===== config.mk =====
export PLATFORM = sky130hd
export DESIGN_NAME = ratio_pair_gen
export DESIGN_NICKNAME = d
export VERILOG_FILES = /design/src/rtl/ratio_pair_pkg.sv /design/src/rtl/ratio_scaler.sv /design/src/rtl/ratio_pair_ctrl.sv /design/src/rtl/ratio_pair_dp.sv /design/src/rtl/ratio_pair_gen.sv
export SDC_FILE = /design/constraint.sdc
export NUM_CORES = 1
export LEC_CHECK = 0
export BUFFER_PORTS_ARGS = -buffer_cell sky130_fd_sc_hd__buf_2
export CORE_ASPECT_RATIO = 1.2
export CORE_MARGIN = 3
export CORE_UTILIZATION = 50
export DETAILED_ROUTE_END_ITERATION = 12
export PLACE_DENSITY = 0.67
export SLEW_MARGIN = 40
export SYNTH_ARGS = -nofsm -noshare
export SYNTH_HDL_FRONTEND = slang
export SYNTH_SLANG_ARGS = --single-unit

===== constraint.sdc =====
create_clock -name clk -period 8.3 [get_ports clk]
set_clock_uncertainty 0.1 [all_clocks]
set_input_delay 0.415 -clock clk [delete_from_list [all_inputs] [get_ports clk]]
set_output_delay 0.415 -clock clk [all_outputs]
set_load 0.005 [all_outputs]

===== src/rtl/ratio_pair_pkg.sv =====
package ratio_pair_pkg;
  // strobes from control to datapath
  typedef struct packed {
    logic ldOperands;   // capture position, complement and ratio
    logic ldResult;     // capture scaled products
  } stage_ctrl_t;

  localparam int NUM_CH = 2;  // channel 0 = A, channel 1 = B
endpackage


===== src/rtl/ratio_scaler.sv =====
module ratio_scaler #(
  parameter int OP_W    = 17,
  parameter int RATIO_W = 16,
  parameter int SHIFT   = 16
) (
  input  logic [RATIO_W-1:0] ratio,
  input  logic [OP_W-1:0]    operand,
  output logic [RATIO_W-1:0] scaled
);
  localparam int PROD_W = RATIO_W + OP_W;

  logic [PROD_W-1:0] prod;

  assign prod   = PROD_W'(ratio) * PROD_W'(operand);
  // truncating divide by 2^SHIFT; result never exceeds ratio
  assign scaled = RATIO_W'(prod >> SHIFT);
endmodule


===== src/rtl/ratio_pair_ctrl.sv =====
module ratio_pair_ctrl
  import ratio_pair_pkg::*;
(
  input  logic        clk,
  input  logic        rst,
  input  logic        inVld,
  output logic        inRdy,
  output stage_ctrl_t ctrl,
  output logic        outVld
);
  logic rdyQ;
  logic stage1Vld;
  logic stage2Vld;
  logic accept;

  assign accept = inVld & rdyQ;

  always_ff @(posedge clk) begin
    if (rst) begin
      rdyQ      <= 1'b0;
      stage1Vld <= 1'b0;
      stage2Vld <= 1'b0;
    end else begin
      rdyQ      <= 1'b1;
      stage1Vld <= accept;
      stage2Vld <= stage1Vld;
    end
  end

  always_comb begin
    ctrl.ldOperands = accept;
    ctrl.ldResult   = stage1Vld;
  end

  assign inRdy  = rdyQ;
  assign outVld = stage2Vld;
endmodule


===== src/rtl/ratio_pair_dp.sv =====
module ratio_pair_dp
  import ratio_pair_pkg::*;
#(
  parameter int POS_W   = 16,
  parameter int RATIO_W = 16
) (
  input  logic               clk,
  input  logic               rst,
  input  stage_ctrl_t        ctrl,
  input  logic [POS_W-1:0]   inPos,
  input  logic [RATIO_W-1:0] inRatio,
  output logic [RATIO_W-1:0] resA,
  output logic [RATIO_W-1:0] resB
);
  localparam int OP_W = POS_W + 1;
  localparam logic [OP_W-1:0] FULL_SCALE = OP_W'(1) << POS_W;

  logic [NUM_CH-1:0][OP_W-1:0]    opQ;
  logic [RATIO_W-1:0]             ratioQ;
  logic [NUM_CH-1:0][RATIO_W-1:0] scaledD;
  logic [NUM_CH-1:0][RATIO_W-1:0] resQ;
  logic [NUM_CH-1:0][OP_W-1:0]    opD;

  // channel A uses position, channel B its 17-bit complement
  assign opD[0] = {1'b0, inPos};
  assign opD[1] = FULL_SCALE - {1'b0, inPos};

  always_ff @(posedge clk) begin
    if (rst) begin
      ratioQ <= '0;
    end else if (ctrl.ldOperands) begin
      ratioQ <= inRatio;
    end
  end

  for (genvar ch = 0; ch < NUM_CH; ch++) begin : g_ch
    ratio_scaler #(
      .OP_W   (OP_W),
      .RATIO_W(RATIO_W),
      .SHIFT  (POS_W)
    ) u_scaler (
      .ratio  (ratioQ),
      .operand(opQ[ch]),
      .scaled (scaledD[ch])
    );

    always_ff @(posedge clk) begin
      if (rst) begin
        opQ[ch]  <= '0;
        resQ[ch] <= '0;
      end else begin
        if (ctrl.ldOperands) opQ[ch] <= opD[ch];
        if (ctrl.ldResult)   resQ[ch] <= scaledD[ch];
      end
    end
  end

  assign resA = resQ[0];
  assign resB = resQ[1];
endmodule


===== src/rtl/ratio_pair_gen.sv =====
module ratio_pair_gen
  import ratio_pair_pkg::*;
#(
  parameter int POS_W   = 16,
  parameter int RATIO_W = 16
) (
  input  logic               clk,
  input  logic               rst,
  input  logic               inVld,
  output logic               inRdy,
  input  logic [POS_W-1:0]   inPos,
  input  logic [RATIO_W-1:0] inRatio,
  output logic               outVld,
  output logic [RATIO_W-1:0] outA,
  output logic [RATIO_W-1:0] outB
);
  stage_ctrl_t ctrl;

  ratio_pair_ctrl u_ctrl (
    .clk   (clk),
    .rst   (rst),
    .inVld (inVld),
    .inRdy (inRdy),
    .ctrl  (ctrl),
    .outVld(outVld)
  );

  ratio_pair_dp #(
    .POS_W  (POS_W),
    .RATIO_W(RATIO_W)
  ) u_dp (
    .clk    (clk),
    .rst    (rst),
    .ctrl   (ctrl),
    .inPos  (inPos),
    .inRatio(inRatio),
    .resA   (outA),
    .resB   (outB)
  );
endmodule


==> flow_metrics.py <==
metrics = {
    "detailed_routing": {
        "wire_per_inst_um": 17.11,
        "drt-initial-drc-count": 837,
        "vias": 14580,
        "drc": 0,
        "vias_per_cell": 5.386,
        "ant_nets": 0,
        "dr.pass1.iters": 5,
        "drt_wl_total_mm": 46.32,
    },
    "grt": {
        "antenna_found_initial": 1,
        "grt_pass1_vias": 15812,
        "overflow": 0,
        "grt_start_max_net_pins": 64,
        "grt_pass1_wl_mm": 79.67,
        "grt_usage_pct": 24.25,
    },
    "cts": {
        "cts_tree": "yes",
        "cts_setup_buffers": 0,
        "h-tree-depth": 3,
        "clkLatencyLatePin_ns": 0.38,
        "clkTransAtPathRegs_ns": 0.07,
        "cts_made_buffers": 9,
        "cts.sinks": 83,
        "root_buffer": "clkbuf_16",
        "clockBufferDepth": 2,
        "hold_buffers": 0,
        "cts_resized": 0,
    },
    "logic_synthesis": {
        "syn_area_per_cell_um2": 8.710,
        "synth_top_area_share_pct": 41.18,
        "synth_cell_types": 61,
        "seq_area_frac_synth_pct": 8.566,
        "syn_area_um2": 19400,
        "synth_area_leaders": "fa_1, ha_1, inv_1, dfxtp_1, nand2_1",
        "postSynthCellCount": 2227,
        "yosysTopAreaCell": "fa_1",
        "ys_ff_latch": 83,
        "ys.warnings.count": 0,
        "synth-edff-count": 0,
        "synth_top_cells_by_count": "inv_1, nand2_1, fa_1, and2_1, ha_1",
        "synth_fp_nets": 2861,
        "async_flop_share_pct": 0,
        "yosysMostFrequentCell": "inv_1",
        "synthFlopType": "dfxtp_1",
    },
    "timing": {
        "fin_tns_setup_ns": 0,
        "finalHoldViolCount": 0,
        "report.final.slew_viol_count": 0,
        "fin_crit_sh_pct": 82.12,
        "hold_ws_ns": 0.1240,
        "fmax_mhz": 146.7,
        "setup_viol": 0,
        "max-slew-margin-rel_pct": 41.18,
        "rsz0062_at_grt": "no",
        "period_minus_slack_ns": 6.816,
        "worst_pin_slew_ns": 0.8810,
    },
    "die": {
        "ioPinCount": 69,
        "die_width_um": 185.8,
        "initial_core_util_pct": 50.96,
        "core_um2": 38060,
        "die-area_um2": 41200,
        "row_count": 78,
        "die_h_um": 221.8,
    },
    "finish": {
        "nets": 2856,
        "drive_above_1_share_pct": 5.119,
        "fill_cells": 3502,
        "diodes": 0,
        "areaGrowthSynthToFinish_pct": 5.270,
    },
    "hold_path": {
        "hp-class": "input pin to flop",
    },
    "placed_design": {
        "port_buffers": 68,
        "gp_congestion": 0.8874,
        "place_hpwl_mm": 37.25,
    },
    "worst_setup_path": {
        "cp-start-kind": "flop",
        "crit_path_end_kind": "flop",
        "cp_max_fo": 18,
        "arrival_ns": 6.99,
        "worst_ep_required_time_ns": 8.47,
        "worstSetupPathType": "flop to flop",
    },
    "power_and_ir_drop": {
        "power_leakage_nw": 10.58,
        "powerDensity_nw_per_um2": 58.22,
        "irDropWorstVdd_uv": 111.4,
    },
    "run_status": {
        "status": "completed",
    },
    "run": {
        "max_cap_violations": 0,
    },
}
area by class of cell:
class                           instances  area, um2  area share, %
Timing Repair Buffer                   89      498.0          2.439
Tap cell                              480      600.6          2.941
Sequential cell                        83       1663          8.143
Clock buffer                           10      229.0          1.121
Inverter                              470       1764          8.640
Clock inverter                          6      72.57         0.3554
Multi-Input combinational cell       1569      15590          76.36
critical path, stage by stage (launching register included):
cell and delay [ns]:
dfxtp_1 0.71, buf_4 0.36, nand2_1 0.12, fa_1 0.59, inv_1 0.06, fa_1 0.49
inv_1 0.05, fa_1 0.53, inv_1 0.05, fa_1 0.45, fa_1 0.50, inv_1 0.05
fa_1 0.47, inv_1 0.05, ha_1 0.33, nand2_1 0.08, nor2_1 0.04, a22oi_1 0.50
a21oi_1 0.23, o21ai_2 0.25, a211oi_1 0.12, or3_1 0.32, a32o_1 0.24
through the flow:
stage                     setup WS (ns)  power (mW)  area (um2)  util, %  instances
final                             1.484       1.189       20420    53.65       2707
after floorplan                   2.180      0.6488       19400        -       2227
after global placement            1.645      0.7429       20110    52.83       2691
after global routing              1.146       1.257       20420    53.65       2707
after detailed placement          1.540      0.7522       20120    52.85       2691
after CTS                         1.512       1.202       20420    53.65       2707
cells by family after synthesis:
logic type,Yosys count,share of synthesized area (%)
simple gates,734,17.97
fa+ha+maj,599,54.08
buf+inv,575,11.13
compound gates,186,5.947
flops,83,8.566
xor+xnor,42,1.896
mux,8,0.4128
power breakdown:
| part | internal (mW) | leakage, nW | total [mW] | switching [mW] |
|---|---|---|---|---|
| sequential | 0.411 | 0.676 | 0.470 | 0.0590 |
| combinational | 0.107 | 9.77 | 0.274 | 0.167 |
| clock | 0.237 | 0.137 | 0.445 | 0.208 |
path summary, 6_finish.rpt:
kind | startpoint | endpoint | slack (ns) | cells past startpoint
hold reg to reg | u_dp.resA[15] | u_dp.resA[15] | 0.35 | 2
setup reg to reg | u_dp.ratioQ[7] | u_dp.resB[14] | 1.48 | 22
hold / removal | rst | u_ctrl.inRdy | 0.12 | 2
setup / recovery | u_dp.ratioQ[7] | u_dp.resB[14] | 1.48 | 22
placed cells by master (no fill, tap or decap), types with 8 or more instances in the layout:
master       n
a21o_1      15
a21oi_1     88
and2_1     228
buf_2       68
buf_4       21
clkbuf_16    9
dfxtp_1     82
fa_1       399
ha_1       200
inv_1      470
mux2i_1      8
nand2_1    399
nand3_1     14
nor2_1      37
nor2b_1      9
nor3_1      11
o21ai_0     30
xnor2_1     30
xor2_1      12
flip-flops by register name, indices dropped and copies added (netlist names):
signal / count
u_dp.opQ: 32
u_dp.resB: 16
u_ctrl.inRdy: 1
u_ctrl.stage1Vld: 1
u_dp.ratioQ: 16
u_dp.resA: 16
u_ctrl.outVld: 1
routing by layer:
layer	vias to the layer above	track usage, %	part of all wire (%)
met5	-	0	0.028
met4	2	8.219	3.3
met3	79	2.084	4.6
met2	375	41.72	51
met1	7480	32.23	41
li1	6644	-	-
No activity file was read; power rests on OpenSTA's default activity.
